--- config.mk ---
export PLATFORM = sky130hd
export DESIGN_NAME = enc_bitbuf_irq
export DESIGN_NICKNAME = d
export VERILOG_FILES = /design/src/rtl/enc_bb_pkg.sv /design/src/rtl/enc_bb_ptr.sv /design/src/rtl/enc_bb_fq.sv /design/src/rtl/enc_bb_stat.sv /design/src/rtl/enc_bitbuf_irq.sv
export SDC_FILE = /design/constraint.sdc
export NUM_CORES = 1
export LEC_CHECK = 0
export BUFFER_PORTS_ARGS = -buffer_cell sky130_fd_sc_hd__buf_2
export CAP_MARGIN = 25
export CORE_MARGIN = 8
export CORE_UTILIZATION = 45
export CTS_CLUSTER_DIAMETER = 40
export CTS_CLUSTER_SIZE = 40
export DETAILED_ROUTE_END_ITERATION = 8
export GPL_TIMING_DRIVEN = 1
export HOLD_SLACK_MARGIN = 0.02
export PLACE_DENSITY_LB_ADDON = 0.1
export SLEW_MARGIN = 10
export SYNTH_ARGS = -nofsm -noshare
export SYNTH_HDL_FRONTEND = slang
export SYNTH_HIERARCHICAL = 1
export SYNTH_SLANG_ARGS = --single-unit
--- constraint.sdc ---
create_clock -name clk_i -period 5.91 [get_ports clk_i]
set_input_delay 0.2955 -clock clk_i [delete_from_list [all_inputs] [get_ports clk_i]]
set_output_delay 0.2955 -clock clk_i [all_outputs]
set_load 0.03 [all_outputs]
--- src/rtl/enc_bb_pkg.sv ---
package enc_bb_pkg;

  typedef enum logic [2:0] {
    REG_START = 3'd0,
    REG_END   = 3'd1,
    REG_ALERT = 3'd2,
    REG_CUR   = 3'd3,
    REG_STAT  = 3'd4,
    REG_FRAME = 3'd5
  } reg_sel_e;

  localparam int          NUM_IRQ  = 4;
  localparam int          IRQ_ALRT = 0;
  localparam int          IRQ_FRM  = 1;
  localparam int          IRQ_WRAP = 2;
  localparam int          IRQ_OVF  = 3;

  localparam int          CODE_W   = 8;
  localparam logic [7:0]  CODE_OK  = 8'h09;
  localparam logic [7:0]  CODE_OVF = 8'h0E;

endpackage

--- src/rtl/enc_bb_ptr.sv ---
module enc_bb_ptr #(
  parameter int PTR_W = 24,
  parameter int CNT_W = 16
) (
  input  logic             clk_i,
  input  logic             rst_ni,
  input  logic [PTR_W-1:0] start_i,
  input  logic [PTR_W-1:0] end_i,
  input  logic             load_i,
  input  logic [PTR_W-1:0] load_val_i,
  input  logic             adv_i,
  input  logic [CNT_W-1:0] bytes_i,
  output logic [PTR_W-1:0] cur_o,
  output logic             wrap_o
);

  localparam int SUM_W = PTR_W + 1;

  logic [PTR_W-1:0] cur_q;
  logic [SUM_W-1:0] sum;
  logic [SUM_W-1:0] excess;
  logic [PTR_W-1:0] cur_d;

  always_comb begin
    sum    = {1'b0, cur_q} + SUM_W'(bytes_i);
    excess = sum - {1'b0, end_i};
    wrap_o = adv_i && !load_i && (sum >= {1'b0, end_i});
    cur_d  = cur_q;
    if (load_i)      cur_d = load_val_i;
    else if (wrap_o) cur_d = start_i + excess[PTR_W-1:0];
    else if (adv_i)  cur_d = sum[PTR_W-1:0];
  end

  always_ff @(posedge clk_i or negedge rst_ni) begin
    if (!rst_ni) cur_q <= '0;
    else         cur_q <= cur_d;
  end

  assign cur_o = cur_q;

endmodule

--- src/rtl/enc_bb_fq.sv ---
module enc_bb_fq #(
  parameter int PTR_W  = 24,
  parameter int CODE_W = 8
) (
  input  logic                    clk_i,
  input  logic                    rst_ni,
  input  logic                    push_i,
  input  logic [PTR_W-1:0]        addr_i,
  input  logic                    pop_i,
  output logic [PTR_W+CODE_W-1:0] head_o,
  output logic                    pend_o,
  output logic                    ovf_o,
  output logic [1:0]              cnt_o
);

  import enc_bb_pkg::*;

  localparam int ENT_W = PTR_W + CODE_W;

  logic [ENT_W-1:0] e0_q, e1_q;
  logic [1:0]       cnt_q;
  logic             pop_eff;
  logic [ENT_W-1:0] new_ent;

  assign pop_eff = pop_i && (cnt_q != 2'd0);
  assign ovf_o   = push_i && !pop_eff && (cnt_q == 2'd2);
  assign new_ent = {CODE_W'(CODE_OK), addr_i};

  always_ff @(posedge clk_i or negedge rst_ni) begin
    if (!rst_ni) begin
      e0_q  <= '0;
      e1_q  <= '0;
      cnt_q <= 2'd0;
    end else if (ovf_o) begin
      // backlog lost: keep only the newest address, flagged
      e0_q  <= {CODE_W'(CODE_OVF), addr_i};
      cnt_q <= 2'd1;
    end else begin
      unique case ({push_i, pop_eff})
        2'b10: begin
          if (cnt_q == 2'd0) e0_q <= new_ent;
          else               e1_q <= new_ent;
          cnt_q <= cnt_q + 2'd1;
        end
        2'b01: begin
          e0_q  <= e1_q;
          cnt_q <= cnt_q - 2'd1;
        end
        2'b11: begin
          if (cnt_q == 2'd1) e0_q <= new_ent;
          else begin
            e0_q <= e1_q;
            e1_q <= new_ent;
          end
        end
        default: ;
      endcase
    end
  end

  assign pend_o = (cnt_q != 2'd0);
  assign head_o = pend_o ? e0_q : '0;
  assign cnt_o  = cnt_q;

endmodule

--- src/rtl/enc_bb_stat.sv ---
module enc_bb_stat #(
  parameter int N_IRQ  = 4,
  parameter int STAT_W = 8
) (
  input  logic              clk_i,
  input  logic              rst_ni,
  input  logic [N_IRQ-1:0]  set_i,
  input  logic [N_IRQ-1:0]  cond_i,
  input  logic [N_IRQ-1:0]  clr_i,
  output logic [STAT_W-1:0] stat_o,
  output logic              irq_o
);

  logic [N_IRQ-1:0] st_q;

  for (genvar i = 0; i < N_IRQ; i++) begin : g_bit
    // events always land; a standing condition waits one cycle after a clear
    always_ff @(posedge clk_i or negedge rst_ni) begin
      if (!rst_ni) st_q[i] <= 1'b0;
      else         st_q[i] <= set_i[i] | ((st_q[i] | cond_i[i]) & ~clr_i[i]);
    end
  end

  assign stat_o = STAT_W'(st_q);
  assign irq_o  = |st_q;

endmodule

--- src/rtl/enc_bitbuf_irq.sv ---
module enc_bitbuf_irq #(
  parameter int PTR_W  = 24,
  parameter int CNT_W  = 16,
  parameter int DATA_W = 32,
  parameter int ADDR_W = 3,
  parameter int STAT_W = 8
) (
  input  logic              clk_i,
  input  logic              rst_ni,
  input  logic              adv_valid_i,
  input  logic [CNT_W-1:0]  adv_bytes_i,
  input  logic              frame_done_i,
  input  logic              reg_wr_i,
  input  logic              reg_rd_i,
  input  logic [ADDR_W-1:0] reg_addr_i,
  input  logic [DATA_W-1:0] reg_wdata_i,
  output logic [DATA_W-1:0] reg_rdata_o,
  output logic              irq_o
);

  import enc_bb_pkg::*;

  localparam int ENT_W = PTR_W + CODE_W;

  logic [PTR_W-1:0]   start_q, end_q, alert_q;
  logic [PTR_W-1:0]   cur;
  logic               wrap;
  logic               wr_start, wr_end, wr_alert, wr_stat, rd_frame;
  logic [PTR_W-1:0]   wval;
  logic [ENT_W-1:0]   fq_head;
  logic               fq_pend, fq_ovf;
  logic [1:0]         fq_cnt;
  logic               alert_hit;
  logic [NUM_IRQ-1:0] st_set, st_cond, st_clr;
  logic [STAT_W-1:0]  stat;
  logic               unused_wdata;

  assign wval         = reg_wdata_i[PTR_W-1:0];
  assign unused_wdata = ^reg_wdata_i[DATA_W-1:PTR_W];

  assign wr_start = reg_wr_i && (reg_addr_i == REG_START);
  assign wr_end   = reg_wr_i && (reg_addr_i == REG_END);
  assign wr_alert = reg_wr_i && (reg_addr_i == REG_ALERT);
  assign wr_stat  = reg_wr_i && (reg_addr_i == REG_STAT);
  assign rd_frame = reg_rd_i && (reg_addr_i == REG_FRAME);

  always_ff @(posedge clk_i or negedge rst_ni) begin
    if (!rst_ni) begin
      start_q <= '0;
      end_q   <= '1;
      alert_q <= '1;
    end else begin
      if (wr_start) start_q <= wval;
      if (wr_end)   end_q   <= wval;
      if (wr_alert) alert_q <= wval;
    end
  end

  enc_bb_ptr #(
    .PTR_W (PTR_W),
    .CNT_W (CNT_W)
  ) i_ptr (
    .clk_i      (clk_i),
    .rst_ni     (rst_ni),
    .start_i    (start_q),
    .end_i      (end_q),
    .load_i     (wr_start),
    .load_val_i (wval),
    .adv_i      (adv_valid_i),
    .bytes_i    (adv_bytes_i),
    .cur_o      (cur),
    .wrap_o     (wrap)
  );

  enc_bb_fq #(
    .PTR_W  (PTR_W),
    .CODE_W (CODE_W)
  ) i_fq (
    .clk_i  (clk_i),
    .rst_ni (rst_ni),
    .push_i (frame_done_i),
    .addr_i (cur),
    .pop_i  (rd_frame),
    .head_o (fq_head),
    .pend_o (fq_pend),
    .ovf_o  (fq_ovf),
    .cnt_o  (fq_cnt)
  );

  assign alert_hit = (cur >= alert_q);

  always_comb begin
    st_set  = '0;
    st_cond = '0;
    st_set[IRQ_FRM]   = frame_done_i;
    st_set[IRQ_WRAP]  = wrap;
    st_set[IRQ_OVF]   = fq_ovf;
    st_cond[IRQ_ALRT] = alert_hit;
    st_cond[IRQ_FRM]  = fq_pend;
    st_clr = wr_stat ? reg_wdata_i[NUM_IRQ-1:0] : '0;
  end

  enc_bb_stat #(
    .N_IRQ  (NUM_IRQ),
    .STAT_W (STAT_W)
  ) i_stat (
    .clk_i  (clk_i),
    .rst_ni (rst_ni),
    .set_i  (st_set),
    .cond_i (st_cond),
    .clr_i  (st_clr),
    .stat_o (stat),
    .irq_o  (irq_o)
  );

  always_comb begin
    unique case (reg_addr_i)
      REG_START: reg_rdata_o = DATA_W'(start_q);
      REG_END:   reg_rdata_o = DATA_W'(end_q);
      REG_ALERT: reg_rdata_o = DATA_W'(alert_q);
      REG_CUR:   reg_rdata_o = DATA_W'(cur);
      REG_STAT:  reg_rdata_o = DATA_W'(stat);
      REG_FRAME: reg_rdata_o = DATA_W'(fq_head);
      default:   reg_rdata_o = '0;
    endcase
  end

endmodule

==> summary.md, run 1 <==
| Metric | Value |
|---|---|
| Clock buffer count from CTS | `17` |
| Initial drt markers | `951` |
| CTS Root Cell | `clkbuf_16` |
| Critical path capture point type | `flop` |
| Relative slew slack | `17.0%` |
| Setup TNS | `0 ns` |
| Setup-failing EPs final | `0` |
| Die Ht | `180 um` |
| Worst setup path start | `i_ptr/cur_o[0]` |
| Vias | `9,835` |
| Worst-Margin Slew | `1.24 ns` |
| Total GRT Usage | `21.6%` |
| Critical path fanouts, max | `26` |
| Fill cells | `2,510` |
| First-pass GRT wire length | `55.9 mm` |
| Sink Count | `154` |
| Final Util | `50.4%` |
| Uppermost layer routed | `met4` |
| Top FF cell, synth | `dfrtp_1` |
| Via count of the first global-routing pass | `9,567` |
| Outcome | `complete, no violations` |
| CP required | `6.22 ns` |
| EDFF count, synth | `0` |
| Nets | `1,532` |
| Sequential area share after synthesis | `32.2%` |
| Clk_lat worst skew | `0.43 ns` |
| DPL Wire Length | `26.0 mm` |
| CP Class | `flop to flop` |
| Flop-to-flop setup slack | `0.42 ns` |
| Pin count of the biggest net entering global routing | `93` |
| Number of synthesized register bits | `154` |
| Die area | `32,600 um2` |
| M1 wire length | `18.2 mm` |
| Wire length on met2 | `15.2 mm` |
| Final Hold Vio Count | `0` |
| Register area | `3910 um2` |
| Initial DRT Pass Iterations | `5` |
| Clock skew | `0.0154 ns` |
| Worst VDD drop | `0.310 mV` |
| Cells along the critical path | `ha_1 > inv_1 > fa_1 > nor2b_1 > o31ai_2 > a21oi_1 > o31ai_4 > a211oi_1 > or3_1 > and3_1 > xnor2_1 > inv_1 > ha_1 > nand4_1 > nor3_1 > a221oi_1 > o22ai_1 > or3_4 > nor3_4 > buf_12 > inv_2 > mux2i_1 > a221o_1` |
| Ports | `90` |
| Startpoint Class | `flop` |
| RePlAce Congestion | `0.866` |
| Synth warn | `6` |
| Leak | `6.12 nW` |
| Clk buf depth | `2` |
| RSZ-0062 raised after global routing | `no` |
| Rows | `60` |
| Detail Route Antenna Nets | `0` |
| # diodes | `0` |
| Die Wd | `180 um` |
| Initial core utilization | `45.5%` |
| Period Utilization, post-route | `93.0%` |
| Post-synthesis cell count | `1,302` |
| Total wire length | `35.4 mm` |
| Max Cap Viol | `0` |
| Via/cell ratio | `5.74` |
| Fin. max-slew vios | `0` |
| Core box area | `26,700 um2` |
| Grt ovf | `0` |
| Power Density | `661 nW/um2` |
| RR Startpoint | `i_ptr/cur_o[0]` |
| Arrival @ worst endpoint | `5.81 ns` |
| Drc violations | `0` |
| DR WL met3 | `1.56 mm` |
| CTS tree | `yes` |
| Worst r2r path cells | `23` |
| Number of port buffers | `77` |
| Largest stage delay on the critical path | `0.46 ns` |
| Layout area overhead | `10.6%` |
| CP max-delay cell | `or3_1` |
| Antenna violations before repair | `0` |
| Worst setup path end | `i_ptr/cur_o[21]` |
| R2r endpoint | `i_ptr/cur_o[21]` |
| Worst hold-check path type | `primary input to flop` |
| Multi-input gate area | `7310 um2` |
| F_max | `0.182 GHz` |
| Per-cell routed wire length | `20.7 um` |
| Share of layout cells above drive strength 1 | `21.0%` |
| Setup Fix Bufs, Post-CTS | `0` |
| Post-Syn Area | `12,200 um2` |
| Async S/R FF share, synth | `100%` |
| Mean post-synth cell area | `9.35 um2` |
| Reg clk slew, reported paths | `0.07 ns` |
| Depth of the CTS H-tree | `4` |
| Final min period | `5.49 ns` |
| Synth cell types | `77` |
kinds of logic after synthesis:
logic type,count (synthesis),synth area share [%]
DFF,154,32.2
adders and majority gates,117,13.5
AOI/OAI and AO/OA,380,20.6
buffers and inverters,235,8.30
xor gates and xnor gates,40,2.88
other,3,0.0925
muxes,110,11.2
and+or+nand+nor,263,11.3
state kept, by name, summed over array words and instances, names as in the netlist:
| signal | count |
|---|---|
| i_fq/e0_q | 27 |
| i_fq/e1_q | 25 |
| alert_q | 24 |
| end_q | 24 |
| i_ptr/cur_o | 24 |
| start_q | 24 |
| i_stat/stat_o | 4 |
| i_fq/cnt_o | 2 |
metrics by stage:
stage	hold WS, ns	power [W]	cell area, um2	instances	worst slack (ns)
floorplan	-0.0000911	0.00622	12200	1310	0.786
detailed placement	0.456	0.00770	12800	1678	0.00517
global placement	0.453	0.00764	12800	1678	0.0983
finish	0.125	0.00891	13500	1712	0.416
CTS	0.110	0.00888	13400	1711	0.0204
global route	0.128	0.00972	13500	1712	0.0562
layout make-up:
type	instances	area share (%)
inverter	158	4.40
timing repair buffer	106	4.69
tap	341	3.17
clock buffer	20	3.32
sequential	154	29.1
clock inverter	12	1.10
multi-input combinational	921	54.3
worst min-delay path by stage:
stage	start	endpoint	cells after the start
floorplan	rst_ni	i_fq/cnt_o[0]	0
global placement	i_fq/e1_q[24]	i_fq/e1_q[24]	1
detailed placement	rst_ni	i_fq/e1_q[0]	1
CTS	reg_wdata_i[16]	alert_q[16]	3
global route	reg_wdata_i[16]	alert_q[16]	3
finish	reg_wdata_i[16]	alert_q[16]	3
cell usage in the layout, fill, tap and decap left out, types with 29 or more instances in the layout:
cell type  count
buf_2         76
a31oi_1       30
a21o_1        29
dfstp_2       48
inv_1        155
nor2_1        60
a21oi_1       83
dfrtp_1      106
ha_1          93
nand2_1       72
o21ai_0       71
mux2_2        66
nor2b_1       42
metal layers:
metal	up-vias	GRT usage (%)
met5	-	0
met4	0	4.63
li1	4747	-
met2	250	31.9
met3	31	2.64
met1	4807	32.9
power by group:
group,total [W],switching [W],leakage [nW],internal (W)
Combinational,0.00587,0.00326,4.10,0.00261
Sequential,0.00191,0.000423,1.72,0.00148
Clock,0.00113,0.000454,0.292,0.000674
Total,0.00891,0.00414,6.12,0.00477
worst max-delay path, delay by kind of cell, from the launching register on:
family,cells,cell delay (ns)
AO/OA/AOI/OAI,7,1.76
AND/OR/NAND/NOR,7,1.56
adder cells (fa/ha/maj),3,0.72
buffers and inverters,4,0.52
flip-flops,1,0.39
XOR/XNOR,1,0.29
multiplexers,1,0.14
synthesized netlist by cell type (all sizes together), types with 30 or more instances:
cell type    n  area (um2)
inv        157         589
dfrtp      106        2650
ha          93        1160
a21oi       83         415
mux2        75         878
nand2       73         277
o21ai       73         365
nor2        61         231
dfstp       48        1260
buf         45         297
nor2b       42         263
clkbuf      32         120
a31oi       30         188
repair_timing:
item / in CTS / in global routing
hold endpoints to repair: 30 / 0
hold buffers: 1 / 0
resized for setup: 0 / 5
setup endpoints to repair: 0 / 25
No activity file was read; power rests on OpenSTA's default activity.
==> run 2, diff against run 1 <==
--- a/config.mk
+++ b/config.mk
@@ -5,13 +5,13 @@
 export SDC_FILE = /design/constraint.sdc
 export NUM_CORES = 1
 export LEC_CHECK = 0
-export BUFFER_PORTS_ARGS = -buffer_cell sky130_fd_sc_hd__buf_2
 export CAP_MARGIN = 25
 export CORE_MARGIN = 8
 export CORE_UTILIZATION = 45
 export CTS_CLUSTER_DIAMETER = 40
 export CTS_CLUSTER_SIZE = 40
 export DETAILED_ROUTE_END_ITERATION = 8
+export DONT_BUFFER_PORTS = 1
 export GPL_TIMING_DRIVEN = 1
 export HOLD_SLACK_MARGIN = 0.02
 export PLACE_DENSITY_LB_ADDON = 0.1
==> constraint.sdc (replaced) <==
create_clock -name clk_i -period 5.8 [get_ports clk_i]
set_input_delay 0.29 -clock clk_i [delete_from_list [all_inputs] [get_ports clk_i]]
set_output_delay 0.29 -clock clk_i [all_outputs]
set_load 0.03 [all_outputs]
==> summary.md, run 2 (synthesis results as in run 1) <==
| Metric | Value |
|---|---|
| Antenna violations before repair | `2 (was 0)` |
| Die Wd | `180 um (unchanged)` |
| Period Utilization, post-route | `92.6% (was 93.0%)` |
| CTS Root Cell | `clkbuf_16 (unchanged)` |
| CP Class | `flop to flop (unchanged)` |
| Worst hold-check path type | `primary input to flop (unchanged)` |
| Die area | `32,600 um2 (unchanged)` |
| Rows | `60 (unchanged)` |
| Leak | `5.91 nW (was 6.12 nW)` |
| Worst-Margin Slew | `1.08 ns (was 1.24 ns)` |
| Seq pwr share | `21.2% (was 21.4%)` |
| Per-cell routed wire length | `21.8 um (was 20.7 um)` |
| Design Power | `0.00912 W (was 0.00891 W)` |
| Critical path capture point type | `flop (unchanged)` |
| Final min period | `5.37 ns (was 5.49 ns)` |
| Max Cap Viol | `0 (unchanged)` |
| Placed Area | `12,400 um2 (was 12,800 um2)` |
| Initial drt markers | `874 (was 951)` |
| First-pass GRT wire length | `56.7 mm (was 55.9 mm)` |
| Hold endpoint | `i_ptr/cur_o[12] (was alert_q[16])` |
| Most used routing layer | `met1 (unchanged)` |
| Met3 Resource Use GR | `3.41% (was 2.64%)` |
| F_max | `0.186 GHz (was 0.182 GHz)` |
| Via count of the first global-routing pass | `9,422 (was 9,567)` |
| Most flops, register | `i_fq/e0_q (unchanged)` |
| Layout area overhead | `9.82% (was 10.6%)` |
| Detail Route Antenna Nets | `0 (unchanged)` |
| Setup Fix Bufs, Post-CTS | `0 (unchanged)` |
| Nets | `1,483 (was 1,532)` |
| Setup-failing EPs final | `0 (unchanged)` |
| Share of layout cells above drive strength 1 | `16.3% (was 21.0%)` |
| Total GRT Usage | `22.2% (was 21.6%)` |
| Met1 Track Usage GR | `33.6% (was 32.9%)` |
| Vias | `9,675 (was 9,835)` |
| Hold path start | `reg_wdata_i[12] (was reg_wdata_i[16])` |
| Die Ht | `180 um (unchanged)` |
| Worst VDD drop | `0.388 mV (was 0.310 mV)` |
| Number of port buffers | `0 (was 77)` |
| Clk_lat worst skew | `0.44 ns (was 0.43 ns)` |
| RSZ-0062 raised after global routing | `no (unchanged)` |
| Power Density | `683 nW/um2 (was 661 nW/um2)` |
| Depth of the CTS H-tree | `4 (unchanged)` |
| # diodes | `0 (unchanged)` |
| RePlAce Congestion | `0.836 (was 0.866)` |
| Sw Pwr | `0.00426 W (was 0.00414 W)` |
| Relative slew slack | `27.3% (was 17.0%)` |
| Clk buf depth | `2 (unchanged)` |
| Via/cell ratio | `5.82 (was 5.74)` |
| Outcome | `complete, no violations (unchanged)` |
| Switching share of power | `46.7% (was 46.5%)` |
| CP required | `6.09 ns (was 6.22 ns)` |
| Combinational power share | `66.2% (was 65.9%)` |
| Sink Count | `154 (unchanged)` |
| Clock skew | `0.0196 ns (was 0.0154 ns)` |
| Ports | `90 (unchanged)` |
| DPL Wire Length | `26.1 mm (was 26.0 mm)` |
| Reg clk slew, reported paths | `0.07 ns (about the same)` |
| RR Startpoint | `i_ptr/cur_o[0] (unchanged)` |
| Pin count of the biggest net entering global routing | `155 (was 93)` |
| Arrival @ worst endpoint | `5.66 ns (was 5.81 ns)` |
| Worst r2r path cells | `23 (unchanged)` |
| Fill cells | `2,554 (was 2,510)` |
| Worst hold path depth | `1 (was 3)` |
| Design area | `13,400 um2 (was 13,500 um2)` |
| Initial DRT Pass Iterations | `5 (unchanged)` |
| Met2 Use GR | `32.4% (was 31.9%)` |
| Core box area | `26,700 um2 (unchanged)` |
| Initial core utilization | `45.5% (unchanged)` |
| Number of flip-flops in the largest register | `27 (unchanged)` |
| Startpoint Class | `flop (unchanged)` |
| Fin. max-slew vios | `0 (unchanged)` |
| Clock Power Share | `12.5% (was 12.7%)` |
| Highest-count cells in the layout ignoring fill and taps | `inv_1 (155), dfrtp_1 (106), ha_1 (93) (unchanged)` |
| Critical path fanouts, max | `4 (was 26)` |
| Largest regs | `i_fq/e0_q (27), i_fq/e1_q (25) (unchanged)` |
| Internal power | `0.00487 W (was 0.00477 W)` |
| Setup TNS | `0 ns (unchanged)` |
| Drc violations | `0 (unchanged)` |
| Final Hold Vio Count | `0 (unchanged)` |
| R2r endpoint | `i_ptr/cur_o[23] (was i_ptr/cur_o[21])` |
| CTS tree | `yes (unchanged)` |
| Grt ovf | `0 (unchanged)` |
| Flop-to-flop setup slack | `0.43 ns (was 0.42 ns)` |
| Most common cell after layout, fill and taps aside | `inv_1 (unchanged)` |
| Total wire length | `36.3 mm (was 35.4 mm)` |
| Clock buffer count from CTS | `17 (unchanged)` |
[run 2: worst max path at each step]
stage | slack [ns] | end | from
2_1_floorplan | 0.68 | i_ptr/cur_o[23] | i_ptr/cur_o[0]
3_3_place_gp | 0.09 | i_ptr/cur_o[2] | i_ptr/cur_o[0]
3_5_place_dp | 0.02 | i_ptr/cur_o[2] | i_ptr/cur_o[0]
4_1_cts | 0.16 | i_ptr/cur_o[10] | i_ptr/cur_o[0]
5_1_grt | 0.009 | i_ptr/cur_o[23] | i_ptr/cur_o[6]
6_report | 0.43 | i_ptr/cur_o[23] | i_ptr/cur_o[0]
[run 2: through the flow]
step | setup WS, ns | utilization [%] | cells | hold slack, ns
finish | 0.427 | 50.0 | 1663 | 0.0372
global route | 0.00852 | 50.0 | 1663 | 0.0241
CTS | 0.158 | 49.9 | 1662 | 0.0230
detailed placement | 0.0226 | 46.6 | 1603 | 0.00462
global placement | 0.0907 | 46.5 | 1602 | 0.00343
floorplan | 0.676 | - | 1310 | -0.00559
[run 2: per-layer routing]
metal	vias up	wire, um
met5	-	18
met3	23	1860
met4	4	415
li1	4651	-
met2	239	15500
met1	4758	18500
[run 2: area by class of cell]
cell class              instances  area, um2  area share, %
multi-input cells             921       7310           54.7
flip-flops and latches        154       3910           29.3
inverters                     158        593           4.44
repair buffers                 57        529           3.96
clock buffers                  23        510           3.82
well taps                     341        427           3.19
clock inverters                 9       86.3          0.646
[run 2: what timing repair did]
item                       CTS  global route
hold buffers                27             0
setup endpoints to repair    9            13
gates cloned                 0             0
resized for setup            1             4
hold endpoints to repair   246             0
[run 2: power by group through the flow]
stage                     logic (W)  clock network, W  registers (W)
final                       0.00604           0.00114        0.00194
after global routing        0.00676           0.00120        0.00199
after CTS                   0.00599           0.00116        0.00192
after detailed placement    0.00590                 0        0.00194
after global placement      0.00584                 0        0.00192
after floorplan             0.00458                 0        0.00176
[run 2: worst max-delay path, stage by stage, from the launching register on]
cell	delay [ns]
dfrtp_1	0.38
ha_1	0.22
inv_1	0.08
fa_1	0.20
nor2b_1	0.07
o31ai_2	0.28
a21oi_1	0.19
o31ai_4	0.34
a21oi_1	0.14
a2111o_1	0.44
nand3_1	0.13
inv_1	0.07
fa_1	0.47
inv_1	0.04
ha_1	0.30
a21o_1	0.19
a21o_1	0.18
a21o_1	0.19
a211oi_1	0.28
o211ai_1	0.18
a2111o_1	0.43
a31oi_1	0.20
xnor2_1	0.14
o21ai_0	0.10
==> run 3, diff against run 2 <==
--- a/config.mk
+++ b/config.mk
@@ -6,6 +6,7 @@
 export NUM_CORES = 1
 export LEC_CHECK = 0
 export CAP_MARGIN = 25
+export CORE_ASPECT_RATIO = 1.4
 export CORE_MARGIN = 8
 export CORE_UTILIZATION = 45
 export CTS_CLUSTER_DIAMETER = 40
==> summary.md, run 3 (synthesis results as in run 1) <==
| Metric | Value |
|---|---|
| Reg clk slew, reported paths | `0.07 ns (about the same)` |
| Clk_lat worst skew | `0.43 ns (was 0.44 ns)` |
| Die Ht | `211 um (was 180 um)` |
| Sink Count | `154 (unchanged)` |
| Finished Layout Cells | `1,693 (was 1,663)` |
| Depth of the CTS H-tree | `4 (unchanged)` |
| Grt ovf | `0 (unchanged)` |
| CTS tree | `yes (unchanged)` |
| Buffers and inverters on the worst path | `3 (unchanged)` |
| Most flops, register | `i_fq/e0_q (unchanged)` |
| Antenna violations before repair | `7 (was 2)` |
| Post-route worst setup slack | `0.460 ns (was 0.427 ns)` |
| DR WL met3 | `1.68 mm (was 1.86 mm)` |
| Leak | `5.94 nW (was 5.91 nW)` |
| Largest regs | `i_fq/e0_q (27), i_fq/e1_q (25) (unchanged)` |
| Place WS | `0.0418 ns (was 0.0226 ns)` |
| Worst VDD drop | `0.434 mV (was 0.388 mV)` |
| Number of flip-flops in the largest register | `27 (unchanged)` |
| Rows | `71 (was 60)` |
| CP Class | `flop to flop (unchanged)` |
| F_max | `0.187 GHz (was 0.186 GHz)` |
| Startpoint Class | `flop (unchanged)` |
| RR Startpoint | `i_ptr/cur_o[1] (was i_ptr/cur_o[0])` |
| Initial DRT Pass Iterations | `5 (unchanged)` |
| First-pass GRT wire length | `56.6 mm (was 56.7 mm)` |
| Critical path's top delay family | `compound AO/OA/AOI/OAI gates (unchanged)` |
| Ports | `90 (unchanged)` |
| Layout area overhead | `10.4% (was 9.82%)` |
| Worst hold-check path type | `primary input to flop (unchanged)` |
| Fin. max-slew vios | `0 (unchanged)` |
| RSZ-0062 raised after global routing | `no (unchanged)` |
| Outcome | `complete, no violations (unchanged)` |
| Most common cell after layout, fill and taps aside | `inv_1 (unchanged)` |
| Uppermost layer routed | `met5 (unchanged)` |
| Relative slew slack | `29.5% (was 27.3%)` |
| Wire length on met2 | `16.1 mm (was 15.5 mm)` |
| CP required | `6.11 ns (was 6.09 ns)` |
| Worst setup path start | `i_ptr/cur_o[1] (was i_ptr/cur_o[0])` |
| DPL Wire Length | `25.9 mm (was 26.1 mm)` |
| Cells after DPL | `1,633 (was 1,603)` |
| Number of port buffers | `0 (unchanged)` |
| Via count of the first global-routing pass | `9,697 (was 9,422)` |
| Critical path capture point type | `flop (unchanged)` |
| Critical path fanouts, max | `5 (was 4)` |
| Die area | `32,600 um2 (about the same)` |
| Nets | `1,488 (was 1,483)` |
| Total GRT Usage | `22.2% (about the same)` |
| Final min period | `5.34 ns (was 5.37 ns)` |
| M1 wire length | `16.8 mm (was 18.5 mm)` |
| Initial drt markers | `588 (was 874)` |
| Via/cell ratio | `5.78 (was 5.82)` |
| Worst-Margin Slew | `1.05 ns (was 1.08 ns)` |
| Cells along the critical path | `ha_1 > a211oi_1 > o21ai_0 > a211oi_2 > o21ai_1 > a311oi_1 > buf_4 > nor3b_1 > xor2_1 > inv_1 > fa_1 > inv_1 > ha_1 > nand2_1 > nor2_1 > a211oi_1 > o211ai_1 > a2111o_1 > a31oi_1 > xnor2_1 > o21ai_0 (was ha_1 > inv_1 > fa_1 > nor2b_1 > o31ai_2 > a21oi_1 > o31ai_4 > a21oi_1 > a2111o_1 > nand3_1 > inv_1 > fa_1 > inv_1 > ha_1 > a21o_1 > a21o_1 > a21o_1 > a211oi_1 > o211ai_1 > a2111o_1 > a31oi_1 > xnor2_1 > o21ai_0)` |
| Detail Route Antenna Nets | `0 (unchanged)` |
| Highest-count cells in the layout ignoring fill and taps | `inv_1 (155), dfrtp_1 (106), ha_1 (93) (unchanged)` |
| Power Density | `677 nW/um2 (was 683 nW/um2)` |
| Setup TNS | `0 ns (unchanged)` |
| Initial core utilization | `45.5% (about the same)` |
| Hold path start | `reg_wdata_i[19] (was reg_wdata_i[12])` |
| Vias | `9,778 (was 9,675)` |
| Total wire length | `35.4 mm (was 36.3 mm)` |
| CTS Root Cell | `clkbuf_16 (unchanged)` |
| Max Cap Viol | `0 (unchanged)` |
| Clock buffer count from CTS | `17 (unchanged)` |
| Clock skew | `0.0106 ns (was 0.0196 ns)` |
| RePlAce Congestion | `0.857 (was 0.836)` |
| Setup-failing EPs final | `0 (unchanged)` |
| Pin count of the biggest net entering global routing | `155 (unchanged)` |
| Share of layout cells above drive strength 1 | `16.5% (was 16.3%)` |
| Hold Slack | `0.0485 ns (was 0.0372 ns)` |
| Final Hold Vio Count | `0 (unchanged)` |
| CP max-delay cell | `fa_1 (unchanged)` |
| Core box area | `26,700 um2 (about the same)` |
| Arrival @ worst endpoint | `5.65 ns (was 5.66 ns)` |
| Period Utilization, post-route | `92.1% (was 92.6%)` |
| Drc violations | `0 (unchanged)` |
| Clk buf depth | `2 (unchanged)` |
| Largest stage delay on the critical path | `0.48 ns (was 0.47 ns)` |
| Final Util | `50.3% (was 50.0%)` |
| Per-cell routed wire length | `20.9 um (was 21.8 um)` |
| Die Wd | `155 um (was 180 um)` |
-- run 3: changes by cell type in the layout (fill, tap and decap cells not counted), moves of 2 or more --
cell	before	now
clkbuf_16	19	17
bufinv_16	1	3
buf_4	28	32
clkinv_4	3	1
-- run 3: timing repair --
action	in CTS	in global routing
endpoints found under the setup margin	0	25
hold buffers	27	0
resized for setup	0	7
hold endpoints to repair	249	0
setup buffers	0	0
-- run 3: worst paths after layout --
| check | to | slack, ns | cells after the start |
|---|---|---|---|
| worst max-delay path | i_ptr/cur_o[23] | 0.46 | 21 |
| worst min-delay path | i_ptr/cur_o[19] | 0.05 | 2 |
| worst max register to register | i_ptr/cur_o[23] | 0.46 | 21 |
| worst min register to register | i_fq/e1_q[24] | 0.48 | 1 |
| max in group asynchronous | i_ptr/cur_o[21] | 4.58 | 2 |
| min in group asynchronous | start_q[0] | 0.43 | 2 |
-- run 3: per-stage QoR --
| step | instance area [um2] | total power [W] |
|---|---|---|
| after floorplan | 12200 | 0.00634 |
| after CTS | 13400 | 0.00907 |
| after global routing | 13400 | 0.00996 |
| final | 13400 | 0.00910 |
| after detailed placement | 12500 | 0.00782 |
| after global placement | 12500 | 0.00775 |
-- run 3: where the power goes --
part	switching (W)	internal [W]
clock	0.000469	0.000688
sequential	0.000395	0.00151
combinational	0.00335	0.00268
-- run 3: final cells by class --
type                    count  area, um2
flip-flops and latches    154       3910
fillers                  2576      13300
well taps                 365        457
repair buffers             62        568
multi-input cells         921       7310
diodes                      1       2.50
clock inverters            11        145
clock buffers              21        450
inverters                 158        593
-- run 3: per-layer routing --
metal	track usage, %	up-vias
met4	7.96	10
met1	30.9	4795
met5	0	-
met2	34.3	267
met3	3.63	48
li1	-	4658
